File: src/rtl/eirq_pkg.sv
package eirq_pkg;
  // Register select values on the register port
  typedef enum logic {
    SEL_STATUS = 1'b0,
    SEL_ENABLE = 1'b1
  } reg_sel_e;
endpackage

File: src/rtl/eirq_sync_edge.sv
// Two-flop synchroniser per source followed by a rising-edge compare.
module eirq_sync_edge #(
  parameter int WIDTH = 6
) (
  input  logic             clk,
  input  logic             rst_n,
  input  logic [WIDTH-1:0] async_i,
  output logic [WIDTH-1:0] rise_o
);
  for (genvar i = 0; i < WIDTH; i++) begin : g_bit
    logic meta_q, sync_q, prev_q;

    always_ff @(posedge clk or negedge rst_n) begin
      if (!rst_n) begin
        meta_q <= 1'b0;
        sync_q <= 1'b0;
        prev_q <= 1'b0;
      end else begin
        meta_q <= async_i[i];
        sync_q <= meta_q;
        prev_q <= sync_q;
      end
    end

    assign rise_o[i] = sync_q & ~prev_q;

    // an edge indication lasts a single cycle
    rise_single_chk: assert property (@(posedge clk) disable iff (!rst_n)
      rise_o[i] |=> !rise_o[i]);
  end
endmodule

File: src/rtl/eirq_status_regs.sv
// Enable and sticky status registers; disabling a source clears its bit.
module eirq_status_regs #(
  parameter int WIDTH = 6
) (
  input  logic             clk,
  input  logic             rst_n,
  input  logic [WIDTH-1:0] rise_i,
  input  logic             en_wr_i,
  input  logic [WIDTH-1:0] en_wdata_i,
  output logic [WIDTH-1:0] en_o,
  output logic [WIDTH-1:0] status_o
);
  logic [WIDTH-1:0] en_q, en_d;
  logic [WIDTH-1:0] st_q, st_d;

  always_comb begin
    en_d = en_q;
    if (en_wr_i) en_d = en_wdata_i;
    // latch only edges of currently enabled sources; new enable masks last
    st_d = (st_q | (rise_i & en_q)) & en_d;
  end

  always_ff @(posedge clk or negedge rst_n) begin
    if (!rst_n) begin
      en_q <= '0;
      st_q <= '0;
    end else begin
      en_q <= en_d;
      st_q <= st_d;
    end
  end

  assign en_o     = en_q;
  assign status_o = st_q;


  status_masked_chk: assert property (@(posedge clk) disable iff (!rst_n)
    (st_q & ~en_q) == '0);


  no_disabled_latch_chk: assert property (@(posedge clk) disable iff (!rst_n)
    1'b1 |=> ((st_q & ~$past(st_q) & ~$past(en_q)) == '0));


  sticky_chk: assert property (@(posedge clk) disable iff (!rst_n)
    1'b1 |=> ((($past(st_q) & en_q) & ~st_q) == '0));
endmodule

File: src/rtl/eirq_notify.sv
// Converts "status word non-zero" into a pulse or a level request.
module eirq_notify #(
  parameter bit LEVEL_IRQ = 1'b0
) (
  input  logic clk,
  input  logic rst_n,
  input  logic any_i,
  output logic irq_o
);
  logic any_q, any_d;

  always_comb any_d = any_i;

  always_ff @(posedge clk or negedge rst_n) begin
    if (!rst_n) any_q <= 1'b0;
    else        any_q <= any_d;
  end

  if (LEVEL_IRQ) begin : g_level
    assign irq_o = any_i;
  end else begin : g_pulse
    assign irq_o = any_i & ~any_q;


    pulse_width_chk: assert property (@(posedge clk) disable iff (!rst_n)
      irq_o |=> !irq_o);


    rearm_chk: assert property (@(posedge clk) disable iff (!rst_n)
      (any_i && $past(any_i)) |-> !irq_o);
  end
endmodule

File: src/rtl/eirq_ctrl.sv
module eirq_ctrl
  import eirq_pkg::*;
#(
  parameter int NSRC      = 6,
  parameter bit LEVEL_IRQ = 1'b0
) (
  input  logic            clk,
  input  logic            rst_n,
  input  logic [NSRC-1:0] src_i,
  input  logic            reg_wr,
  input  logic            reg_addr,
  input  logic [NSRC-1:0] reg_wdata,
  output logic [NSRC-1:0] reg_rdata,
  output logic            irq_o
);
  localparam int RST_STAGES = 2;

  // reset: asserted asynchronously, released on the clock
  logic [RST_STAGES-1:0] rst_pipe_q;
  logic                  rst_int_n;

  always_ff @(posedge clk or negedge rst_n) begin
    if (!rst_n) rst_pipe_q <= '0;
    else        rst_pipe_q <= {rst_pipe_q[RST_STAGES-2:0], 1'b1};
  end
  assign rst_int_n = rst_pipe_q[RST_STAGES-1];

  logic [NSRC-1:0] rise;
  logic [NSRC-1:0] en_word, st_word;
  logic            en_wr;
  reg_sel_e        sel;

  assign sel   = reg_sel_e'(reg_addr);
  assign en_wr = reg_wr && (sel == SEL_ENABLE);

  eirq_sync_edge #(.WIDTH(NSRC)) u_sync (
    .clk     (clk),
    .rst_n   (rst_int_n),
    .async_i (src_i),
    .rise_o  (rise)
  );

  eirq_status_regs #(.WIDTH(NSRC)) u_regs (
    .clk        (clk),
    .rst_n      (rst_int_n),
    .rise_i     (rise),
    .en_wr_i    (en_wr),
    .en_wdata_i (reg_wdata),
    .en_o       (en_word),
    .status_o   (st_word)
  );

  eirq_notify #(.LEVEL_IRQ(LEVEL_IRQ)) u_notify (
    .clk   (clk),
    .rst_n (rst_int_n),
    .any_i (|st_word),
    .irq_o (irq_o)
  );

  always_comb begin
    reg_rdata = (sel == SEL_ENABLE) ? en_word : st_word;
  end


  status_addr_write_chk: assert property (@(posedge clk) disable iff (!rst_int_n)
    (reg_wr && sel == SEL_STATUS) |=> $stable(en_word));


  reset_quiet_chk: assert property (@(posedge clk)
    !rst_int_n |-> (!irq_o && st_word == '0 && en_word == '0));
endmodule

File: config.mk
export PLATFORM = sky130hd
export DESIGN_NAME = eirq_ctrl
export DESIGN_NICKNAME = d
export VERILOG_FILES = /design/src/rtl/eirq_pkg.sv /design/src/rtl/eirq_sync_edge.sv /design/src/rtl/eirq_status_regs.sv /design/src/rtl/eirq_notify.sv /design/src/rtl/eirq_ctrl.sv
export SDC_FILE = /design/constraint.sdc
export NUM_CORES = 1
export LEC_CHECK = 0
export BUFFER_PORTS_ARGS = -buffer_cell sky130_fd_sc_hd__buf_4
export CORE_MARGIN = 2
export CORE_UTILIZATION = 45
export DETAILED_ROUTE_END_ITERATION = 12
export GPL_ROUTABILITY_DRIVEN = 0
export PLACE_DENSITY = 0.75
export SETUP_SLACK_MARGIN = 0.2
export SLEW_MARGIN = 10
export SYNTH_ARGS = -nofsm -noshare
export SYNTH_HDL_FRONTEND = slang
export SYNTH_HIERARCHICAL = 1
export SYNTH_SLANG_ARGS = --single-unit
export TNS_END_PERCENT = 1
File: constraint.sdc
create_clock -name clk -period 1.4 [get_ports clk]
set_input_delay 0.21 -clock clk [delete_from_list [all_inputs] [get_ports clk]]
set_output_delay 0.21 -clock clk [all_outputs]
set_load 0.005 [all_outputs]
# After elaboration in Yosys (flattened, before gate mapping)
# Cells that the tools add are included.
[totals] output_inout_bits=7 elab_cells=43 regBits=33
[classes] n_reduce_logical=2 muxes=2 bitwise=17
[op_table] cell="6-bit AND" n=2
[op_table] cell="6-bit 2-to-1 mux" n=2
[op_table] cell="1-bit AND" n=7
[op_table] cell="1-bit NOT" n=7
[op_table] cell="6-bit bitwise OR" n=1
[op_table] cell="6-bit OR reduction" n=1
[op_table] cell="1-bit logical AND" n=1

# Longest topological paths before layout
# Gate-level depths: netlist of run 1.
[logic_depth] word_depth=5 mapped_depth=6

# Cells and area by module
# The synthesis of run 1 kept the hierarchy.
[by_module_without_submodules] module="eirq_status_regs" area_per_inst_um2=534.3 n_inst=1 cells_each=44 seq_area_each_um2=300.3
[by_module_without_submodules] module="eirq_sync_edge" area_per_inst_um2=533.0 n_inst=1 cells_each=24 seq_area_each_um2=450.4
[by_module_without_submodules] module="eirq_ctrl" area_per_inst_um2=176.4 n_inst=1 cells_each=14 seq_area_each_um2=50.0
[by_module_without_submodules] module="eirq_notify" area_per_inst_um2=38.8 n_inst=1 cells_each=2 seq_area_each_um2=25.0

# Worst setup path after synthesis of run 1
# No wires, ideal clock.
[synth_timing] path_kind="input -> register" start="input port reg_addr" end="register u_regs.en_q[0], in the netlist u_regs/en_o[0]" setup_slack_ns=0.244 t_arrival_ns=1.031 setup_time_ns=0.125 stages=5 cell_sequence="buf_6 -> and2_2 -> buf_6 -> buf_12 -> mux2_4"
[synth_between] elab_chain_cells=2
[synth_lines] item="start, declared" line="eirq_ctrl.sv:11" rtl="input logic reg_addr,"
[synth_lines] item="1-bit logical AND" line="eirq_ctrl.sv:34" rtl="assign en_wr = reg_wr && (sel == SEL_ENABLE);"
[synth_lines] item="via en_wr" line="eirq_ctrl.sv:30" rtl="logic en_wr;"
[synth_lines] item="6-bit 2-to-1 mux" line="eirq_status_regs.sv:18" rtl="if (en_wr_i) en_d = en_wdata_i;"
[synth_lines] item="via u_regs.en_d[0]" line="eirq_status_regs.sv:13" rtl="logic [WIDTH-1:0] en_q, en_d;"
[synth_lines] item="end signal, assigned" line="eirq_status_regs.sv:28" rtl="en_q <= en_d;"
[synth_lines] item="end, declared" line="eirq_status_regs.sv:13"
# The timed path passes the listed nets, and every way through them passes these cells.

# Worst setup path after layout of run 1
[layout_timing] start="register u_regs.st_q[3], in the netlist u_regs/status_o[3]" end="output port irq_o"
[layout_between] elab_chain_cells=2
[layout_lines] item="start, declared" line="eirq_status_regs.sv:14" rtl="logic [WIDTH-1:0] st_q, st_d;"
[layout_lines] item="start signal, assigned" line="eirq_status_regs.sv:29" rtl="st_q <= st_d;"
[layout_lines] item="6-bit OR reduction" line="eirq_ctrl.sv:56" rtl=".any_i (|st_word),"
[layout_lines] item="1-bit AND" line="eirq_notify.sv:22" rtl="assign irq_o = any_i & ~any_q;"
[layout_lines] item="end, declared" line="eirq_ctrl.sv:14" rtl="output logic irq_o"
# Every way passes these cells.

==> metrics.yaml, run 1 <==
status:
  status: "finished with violations"
  violations: "negative setup slack"
floorplan:
  dieArea_um2: 3290
  die_h_um: 57.4
  core-area_um2: 2730
  ios: 23
  start_util_pct: 46.9
  die_w_um: 57.4
  placementRows: 19
layout:
  utilization_pct: 59.3
  syn_to_final_growth_pct: 26.3
  n_fill_cell: 212
  final_nets: 136
  antenna_cells: 0
  drive_above_1_share_pct: 43.3
yosys:
  synth_edf_count: 0
  ys_types: 14
  yosys.area.top_type_share_pct: 64.4
  synthArstFlopShare_pct: 100
  syn-num-nets: 100
  syn-cell-area_um2: 1280
  synth_commonest_cells: "dfrtp_1, mux2_4, nor2_1, nor2b_4"
  yosys_most_used_dff: "dfrtp_1"
  ys_ff_latch: 33
  yosysSeqAreaShare_pct: 64.4
  syn_area_per_cell_um2: 15.3
  ys.warnings.count: 6
  yosysMostFrequentCell: "dfrtp_1"
  synthTopCellsByArea: "dfrtp_1, mux2_4, nor2b_4"
  synth_area_leader_cell: "dfrtp_1"
  synth_cells: 84
timing:
  max_freq_mhz: 656
  setup_tns_ns: -0.199
  finalSetupViolCount: 2
  period_needed_ns: 1.52
  drv_slew: 0
  rsz0062_at_grt: "true"
  finalWorstSetupSlack_ns: -0.124
  clock_skew_ns: 0.00498
  timing.final.crit_share_pct: 109
  hold_ws_ns: 0.126
  hold_viol: 0
power:
  power.density_nw_per_um2: 1220
  intPower_mw: 1.51
  p_leak_nw: 0.774
  vdd_drop_max_mv: 0.814
  swShare_pct: 23.5
  p_sw_uw: 463
  pwr-share-seq_pct: 55.8
  p_clk_share_pct: 26.4
  power_frac_comb_pct: 17.7
drt:
  firstDrtPassIters: 3
  ant_nets: 0
  wl_per_cell_um: 12.9
  first_iter_violations: 11
  vias: 731
  drc: 0
  avgViaCountPerCell: 4.84
  routed_wl_mm: 1.95
setup_path:
  cp_max_fo: 3
  cp_cell_sequence: "nor4_2, nand2_1, nor2b_4, buf_6"
  reg2reg_depth: 3
  critPathArrivalTime_ns: 1.31
  crit_path_end_kind: "primary output"
  crit_slowest_cell: "dfrtp_1"
  startpoint_type: "flip-flop"
  cp.required_ns: 1.19
  max_stage_delay_ns: 0.42
  crit_type: "reg -> out"
grt:
  use_met3_pct: 6.35
  grt.overflow.total: 0
  met2_usage_pct: 20.6
  use_met1_pct: 17.9
  grt_pass1_wl_mm: 3.47
  grt_util_all_layers_pct: 14.4
  antenna_found_initial: 0
  grt_max_degree: 32
  grt_pass1_vias: 748
  grt.busiest_layer: "met2"
cts:
  htree_levels: 2
  clock_sinks: 33
  cts_tree: "yes"
  cts_root_buf: "clkbuf_4"
  path_clk_slew_ns: 0.09
  max-clock-path-buffers: 2
  cts_buffers: 5
  insertion_delay_ns: 0.32
place:
  port_buffers: 22
  preCtsSetupSlack_ns: 0.141
  post-dp-hpwl_mm: 1.25
job:
  drv_cap: 0
min_path:
  worstHoldPathType: "in -> reg"
  hold_depth: 2
==> critical path: cells and delay by family (launching register included) <==
| family | cells | cell delay [ns] |
|---|---|---|
| simple gates | 3 | 0.47 |
| flops | 1 | 0.42 |
| buf+inv | 1 | 0.10 |
==> stage by stage <==
step                      total power, mW  area, um2  std cells
final                                1.97       1620        151
after global routing                 2.09       1620        151
after CTS                            1.99       1610        150
after detailed placement             1.42       1450        135
after global placement               1.41       1450        135
after floorplan                      1.30       1280         84
==> layout make-up <==
cell class	count	area [um2]	area share, %
Clock buffer	7	55.1	3.40
Multi-Input combinational cell	48	420	25.9
Tap cell	31	38.8	2.39
Sequential cell	33	826	51.0
Timing Repair Buffer	32	280	17.3
==> state kept, by name (all words and copies together) (netlist names) <==
register and cells:
u_notify/any_q 1, u_regs/en_o 6, u_sync/g_bit.sync_q 6, u_sync/g_bit.prev_q 6
u_regs/status_o 6, rst_pipe_q 2, u_sync/g_bit.meta_q 6
==> kinds of logic (layout without fill, tap and decap cells) <==
group | after synthesis | in the layout | share of synthesized area (%)
multiplexers | 12 | 12 | 13.5
other | 1 | 1 | 0.292
flip-flops | 33 | 33 | 64.4
AND/OR/NAND/NOR | 29 | 29 | 16.2
AO/OA/AOI/OAI | 6 | 6 | 2.34
buffers and inverters | 3 | 39 | 3.32
==> path summary, 6_finish.rpt <==
check,end,slack (ns),from
worst max register to register,u_regs/status_o[3],0.52,u_regs/status_o[3]
min in group asynchronous,rst_pipe_q[0],0.20,rst_n
max in group asynchronous,u_sync/g_bit[4].prev_q,0.87,rst_pipe_q[1]
worst min-delay path,u_regs/en_o[2],0.13,reg_wdata[2]
worst max-delay path,irq_o,-0.12,u_regs/status_o[3]
worst min register to register,u_regs/en_o[2],0.25,rst_pipe_q[1]
==> routing by layer <==
layer  vias to the layer above  part of all wire (%)
met5                         -                     0
met4                         0                   2.9
met3                         6                   5.9
met2                        20                    45
met1                       357                    46
li1                        348                     -
==> placed cells by master, fill, tap and decap left out, drive strengths merged, types with 6 or more instances in the layout <==
cell type,n
a21oi,6
buf,25
clkbuf,7
dfrtp,33
dlygate4sd3,7
mux2,12
nor2,7
nor2b,13
nor3,6
==> power groups by stage <==
stage | registers (mW) | clock network (mW) | logic, mW
after floorplan | 1.12 | 0 | 0.186
after global placement | 1.12 | 0 | 0.293
after detailed placement | 1.12 | 0 | 0.297
after CTS | 1.10 | 0.549 | 0.345
after global routing | 1.11 | 0.596 | 0.380
final | 1.10 | 0.521 | 0.349
==> timing repair <==
action | 4_1_cts | 5_1_grt
resized for setup | 6 | 1
pin swaps | 2 | 1
buffers inserted | 1 | 1
setup endpoints to repair | 7 | 7
hold buffers | 7 | 0
endpoints found under the hold margin | 8 | 0
No activity file was read; power rests on OpenSTA's default activity.
==> inputs of run 2 (changes only) <==
- clock period: 1.4 -> 1.8 ns (I/O delays scaled with it)
==> run 2 against run 1 <==
Net effect:
- the flow now finishes without violations
- worst setup slack better by 0.31 ns
- first-iteration DRC count up 45%
- critical path depth unchanged
- die area unchanged
- cell area down 0.85%
- core utilization down 0.50 points
- register-to-register slack better by 0.27 ns
- clock power up 9.2%
- global-route usage up 0.27 points
- cell count down 0.66%
- sequential cell count unchanged
- critical path type unchanged
- largest cell class unchanged
==> metrics.yaml, run 2 (synthesized netlist as in run 1, its figures left out) <==
grt:
  grt.overflow.total: 0  # unchanged
  grt.busiest_layer: "met2"
  use_met3_pct: 8.39  # +2.0 points
  grt_pass1_vias: 760  # +1.6%
  met2_usage_pct: 20.6  # unchanged
  antenna_found_initial: 0  # unchanged
  grt_pass1_wl_mm: 3.42  # -1.4%
  grt_max_degree: 32  # unchanged
  use_met1_pct: 16.5  # -1.4 points
  grt_util_all_layers_pct: 14.7  # +0.27 points
cts:
  htree_levels: 2  # unchanged
  cts_tree: "yes"
  insertion_delay_ns: 0.33  # about the same
  cts_root_buf: "clkbuf_4"
  cts_buffers: 5  # unchanged
  clock_sinks: 33  # unchanged
  max-clock-path-buffers: 2  # unchanged
  path_clk_slew_ns: 0.09  # about the same
power:
  power.density_nw_per_um2: 1060  # -13%
  p_leak_nw: 0.776  # +0.26%
  vdd_drop_max_mv: 0.743  # -8.8%
drt:
  drc: 0  # unchanged
  avgViaCountPerCell: 4.84  # about the same
  vias: 726  # -0.68%
  firstDrtPassIters: 4  # +1
  routed_wl_mm: 2.08  # +6.5%
  wl_per_cell_um: 13.8  # +7.2%
  ant_nets: 0  # unchanged
  first_iter_violations: 16  # +5
timing:
  finalSetupViolCount: 0  # -2
  hold_viol: 0  # unchanged
  period_needed_ns: 1.62
  hold_ws_ns: 0.0420  # -0.0841 ns
  rsz0062_at_grt: "true"
  drv_slew: 0  # unchanged
  setup_tns_ns: 0  # +0.199 ns
  clock_skew_ns: 0.0128  # +0.00778 ns
  timing.final.crit_share_pct: 89.9
  max_freq_mhz: 618
layout:
  final_nets: 134  # -1.5%
  fin_cells: 150  # -0.66%
  drive_above_1_share_pct: 46.2  # +2.9 points
  final_common_cell: "dfrtp_1"
  syn_to_final_growth_pct: 25.3
  antenna_cells: 0  # unchanged
  mostFrequentLayoutCells: "dfrtp_1, buf_4, mux2_4, nor2_1, nor2b_4"
  fin_area_um2: 1610  # -0.85%
  utilization_pct: 58.8  # -0.50 points
min_path:
  worstHoldPathType: "in -> reg"
floorplan:
  placementRows: 19  # unchanged
  dieArea_um2: 3290  # unchanged
  start_util_pct: 46.9  # unchanged
  die_h_um: 57.4  # unchanged
  core-area_um2: 2730  # unchanged
  ios: 23  # unchanged
  die_w_um: 57.4  # unchanged
setup_path:
  crit_type: "reg -> out"
  cp.required_ns: 1.53  # +0.34 ns
  crit_path_end_kind: "primary output"
  cp_max_fo: 3  # unchanged
  startpoint_type: "flip-flop"
  critPathArrivalTime_ns: 1.35  # +0.04 ns
status:
  status: "complete, no violations"
place:
  post-dp-hpwl_mm: 1.37  # +9.2%
  dp_cells: 135  # unchanged
  placed_area_um2: 1450  # unchanged
  port_buffers: 22  # unchanged
job:
  drv_cap: 0  # unchanged
[run 2: changes by cell type in the layout (fill, tap and decap cells not counted)]
| cell | delta |
|---|---|
| buf_4 | +7 |
| buf_6 | -5 |
| dlygate4sd3_1 | -4 |
| bufinv_16 | +1 |
[run 2: metrics by stage]
| stage | worst slack, ns | power [mW] |
|---|---|---|
| 3_5_place_dp | 0.488 | 1.11 |
| 6_report | 0.182 | 1.70 |
| 2_1_floorplan | 0.584 | 1.01 |
| 5_1_grt | 0.0595 | 1.79 |
| 4_1_cts | 0.136 | 1.70 |
| 3_3_place_gp | 0.504 | 1.10 |
[run 2: critical path, cell delays in order (launching register included)]
cell and delay (ns):
dfrtp_1 0.41, nor4_2 0.26, nand2_1 0.11, nor2b_4 0.14, buf_6 0.10
[run 2: layout make-up]
type | instances | area, um2
Fill cell | 223 | 1130
Sequential cell | 33 | 826
Multi-Input combinational cell | 48 | 420
Timing Repair Buffer | 30 | 236
Clock buffer | 7 | 55.1
Tap cell | 31 | 38.8
Clock inverter | 1 | 30.0
[run 2: where the power goes]
part	total, mW	internal [mW]	switching (mW)	leakage (nW)
clock network	0.569	0.332	0.238	0.0455
registers	0.856	0.806	0.0503	0.394
logic	0.271	0.177	0.0945	0.337
[run 2: path summary, 6_finish.rpt]
kind                                    startpoint                      to  slack (ns)  cells after the start
min in group asynchronous            rst_pipe_q[1]          u_regs/en_o[2]        0.24                      1
worst max register to register  u_regs/status_o[0]          u_notify/any_q        0.79                      3
max in group asynchronous            rst_pipe_q[1]  u_sync/g_bit[1].meta_q        1.27                      1
worst min-delay path                      src_i[2]  u_sync/g_bit[2].meta_q        0.04                      1
worst min register to register       rst_pipe_q[1]          u_regs/en_o[2]        0.24                      1
worst max-delay path            u_regs/status_o[0]                   irq_o        0.18                      4
[run 2: routing by layer]
| layer | vias to the layer above | wire, um | part of all wire, % |
|---|---|---|---|
| met3 | 6 | 145 | 7.0 |
| met2 | 27 | 974 | 47 |
| met5 | - | 0 | 0 |
| met4 | 0 | 47 | 2.3 |
| li1 | 345 | - | - |
| met1 | 348 | 909 | 44 |
[run 2: what timing repair did]
action | 4_1_cts | 5_1_grt
pin swaps | 2 | 2
endpoints found under the hold margin | 2 | 2
hold buffers | 1 | 2
setup endpoints to repair | 1 | 3
resized for setup | 1 | 1
setup buffers | 2 | 2
==> inputs of run 3 (changes only) <==
- ABC_AREA: default -> 1
==> run 3 against run 2 <==
Net effect:
- sequential power about the same
- critical path depth rose by 1
- worst setup slack improved by 0.15 ns
- combinational power down 14%
- clock-buffer cell count did not move
- critical endpoint unchanged
==> metrics.yaml, run 3 <==
power:
  vdd_drop_max_mv: 0.728  # -2.0%
  power.density_nw_per_um2: 1070  # +1.3%
  p_leak_nw: 0.837  # +7.8%
  p_total_mw: 1.66  # -2.1%
yosys:
  ys_ff_latch: 33  # unchanged
  synth_cells: 122  # +45%
  synth_commonest_cells: "dfrtp_1, inv_1, nand2_1, nor2_2, nand2_2"
  synthArstFlopShare_pct: 100  # unchanged
  syn-cell-area_um2: 1240  # -2.9%
  synth_edf_count: 0  # unchanged
  ys.warnings.count: 6  # unchanged
  yosysMostFrequentCell: "dfrtp_1"
  yosys.area.top_type_share_pct: 66.3  # +1.9 points
  ys_types: 13  # -1
  yosys_most_used_dff: "dfrtp_1"
  yosysSeqAreaShare_pct: 66.3  # +1.9 points
  syn_area_per_cell_um2: 10.2  # -33%
  syn-num-nets: 138  # +38%
  synth_area_leader_cell: "dfrtp_1"
  synthTopCellsByArea: "dfrtp_1, inv_1, nor2_2"
drt:
  first_iter_violations: 10  # -6
  vias: 798  # +9.9%
  firstDrtPassIters: 4  # unchanged
  routed_wl_mm: 2.02  # -2.7%
  ant_nets: 0  # unchanged
  drc: 0  # unchanged
  wl_per_cell_um: 11.0  # -21%
  avgViaCountPerCell: 4.34  # -10%
cts:
  clock_sinks: 33  # unchanged
  cts_buffers: 5  # unchanged
  cts_root_buf: "clkbuf_4"
  max-clock-path-buffers: 2  # unchanged
  postCtsSetupBuffers: 0  # -2
  path_clk_slew_ns: 0.10  # about the same
  htree_levels: 2  # unchanged
  insertion_delay_ns: 0.34  # about the same
  cts_tree: "yes"
timing:
  timing.final.crit_share_pct: 81.7  # -8.2 points
  setup_tns_ns: 0  # unchanged
  maxSlewHeadroom_pct: 55.0
  drv_slew: 0  # unchanged
  rsz0062_at_grt: "false"
  finalWorstSetupSlack_ns: 0.330  # +0.148 ns
  worstMarginPinSlew_ns: 0.674
  hold_viol: 0  # unchanged
  period_needed_ns: 1.47  # -0.148 ns
  max_freq_mhz: 680  # +10%
  finalSetupViolCount: 0  # unchanged
  clock_skew_ns: 0.0113  # -0.00147 ns
setup_path:
  crit_path_end_kind: "primary output"
  startpoint_type: "flip-flop"
  critPathArrivalTime_ns: 1.20  # -0.15 ns
  rr_startpoint: "u_sync/g_bit[1].sync_q"
  regToRegSetupSlack_ns: 0.98  # +0.19 ns
  crit_type: "reg -> out"
  cp_max_fo: 3  # unchanged
  cp.required_ns: 1.53  # about the same
  reg2reg_depth: 4  # +1
  r2r_end: "u_regs/status_o[1]"
layout:
  final_common_cell: "dfrtp_1"
  final_nets: 168  # +25%
  drive_above_1_share_pct: 35.3  # -11 points
  n_fill_cell: 245  # +9.9%
  antenna_cells: 0  # unchanged
  mostFrequentLayoutCells: "dfrtp_1, inv_1, buf_4, nand2_1, nor2_2"
  syn_to_final_growth_pct: 24.7
min_path:
  whs_endpoint: "u_sync/g_bit[2].meta_q"
  worstHoldPathType: "in -> reg"
  hp-start: "src_i[2]"
  hold_depth: 1  # unchanged
floorplan:
  dieArea_um2: 3200  # -2.7%
  die_h_um: 56.6  # -1.4%
  ios: 23  # unchanged
  start_util_pct: 46.3  # -0.57 points
  placementRows: 19  # unchanged
  die_w_um: 56.6  # -1.4%
  core-area_um2: 2690  # -1.7%
grt:
  grt.overflow.total: 0  # unchanged
  antenna_found_initial: 0  # unchanged
  grt_pass1_vias: 800  # +5.3%
  grt_pass1_wl_mm: 3.36  # -1.8%
  grt_util_all_layers_pct: 14.6  # -0.080 points
  grt_max_degree: 17  # -47%
status:
  status: "complete, no violations"
job:
  drv_cap: 0  # unchanged
place:
  port_buffers: 22  # unchanged
  preCtsSetupSlack_ns: 0.683  # +0.195 ns
  post-dp-hpwl_mm: 1.44  # +5.0%
==> run 3: cell count changes in the layout (fill, tap and decap cells not counted), sizes merged, moves of 6 or more <==
cell | previous run | this run
inv | 0 | 33
mux2 | 12 | 0
nand2 | 1 | 25
nor2 | 7 | 16
nor2b | 13 | 0
nor3 | 6 | 0
o21ai | 0 | 6
==> run 3: per-layer routing <==
layer | share of wire, % | global-route usage [%] | wire length (um) | vias to the layer above
met1 | 41 | 16.6 | 833 | 362
li1 | - | - | - | 406
met3 | 7.3 | 8.06 | 147 | 8
met5 | 0 | 0 | 0 | -
met2 | 49 | 22.3 | 994 | 22
met4 | 2.2 | 7.14 | 45 | 0
==> run 3: layout make-up <==
type                       count  area (um2)  area share, %
tap                           31        38.8           2.50
inverter                      33         124           7.98
timing repair buffer          24         195           12.6
multi-input combinational     55         284           18.3
clock inverter                 1        30.0           1.93
sequential                    33         826           53.2
clock buffer                   7        55.1           3.55
==> run 3: how the worst max path moves through the flow <==
stage / start / endpoint / slack [ns] / depth (start not counted)
3_5_place_dp: u_regs/status_o[5] / irq_o / 0.68 / 5
5_1_grt: u_regs/status_o[5] / irq_o / 0.20 / 5
3_3_place_gp: u_regs/status_o[5] / irq_o / 0.69 / 5
4_1_cts: u_regs/status_o[5] / irq_o / 0.30 / 5
2_1_floorplan: rst_pipe_q[1] / u_notify/any_q / 0.81 / 0
6_report: u_regs/status_o[5] / irq_o / 0.33 / 5
==> run 3: where the power goes <==
part           switching [mW]  total (mW)  internal, mW  leakage (nW)
Sequential             0.0499       0.859         0.809         0.386
Clock                   0.238       0.570         0.332        0.0455
Combinational           0.117       0.232         0.115         0.405
Total                   0.405        1.66          1.25         0.837
==> run 3: logic make-up after synthesis <==
logic type / share of synthesized area (%)
DFF: 66.3
other: 0.301
buffers and inverters: 10.9
AOI/OAI and AO/OA: 5.73
and+or+nand+nor: 16.8
==> run 3: through the flow <==
stage / instances / area (um2) / util, % / hold WS [ns]
2_1_floorplan: 122 / 1240 / - / -0.0256
3_3_place_gp: 175 / 1460 / 54.3 / 0.0522
3_5_place_dp: 175 / 1460 / 54.3 / 0.0529
4_1_cts: 184 / 1550 / 57.8 / 0.0212
5_1_grt: 184 / 1550 / 57.8 / 0.0108
6_report: 184 / 1550 / 57.8 / 0.0302
==> run 3: worst max-delay path, stage by stage (launching register included) <==
cell	delay (ns)
dfrtp_1	0.40
nor2_1	0.13
nand3_1	0.11
inv_1	0.08
nor2_2	0.03
buf_4	0.12
==> run 3: timing repair <==
item | 4_1_cts | 5_1_grt
resized for setup | 0 | 0
endpoints found under the hold margin | 2 | 0
hold buffers | 1 | 0
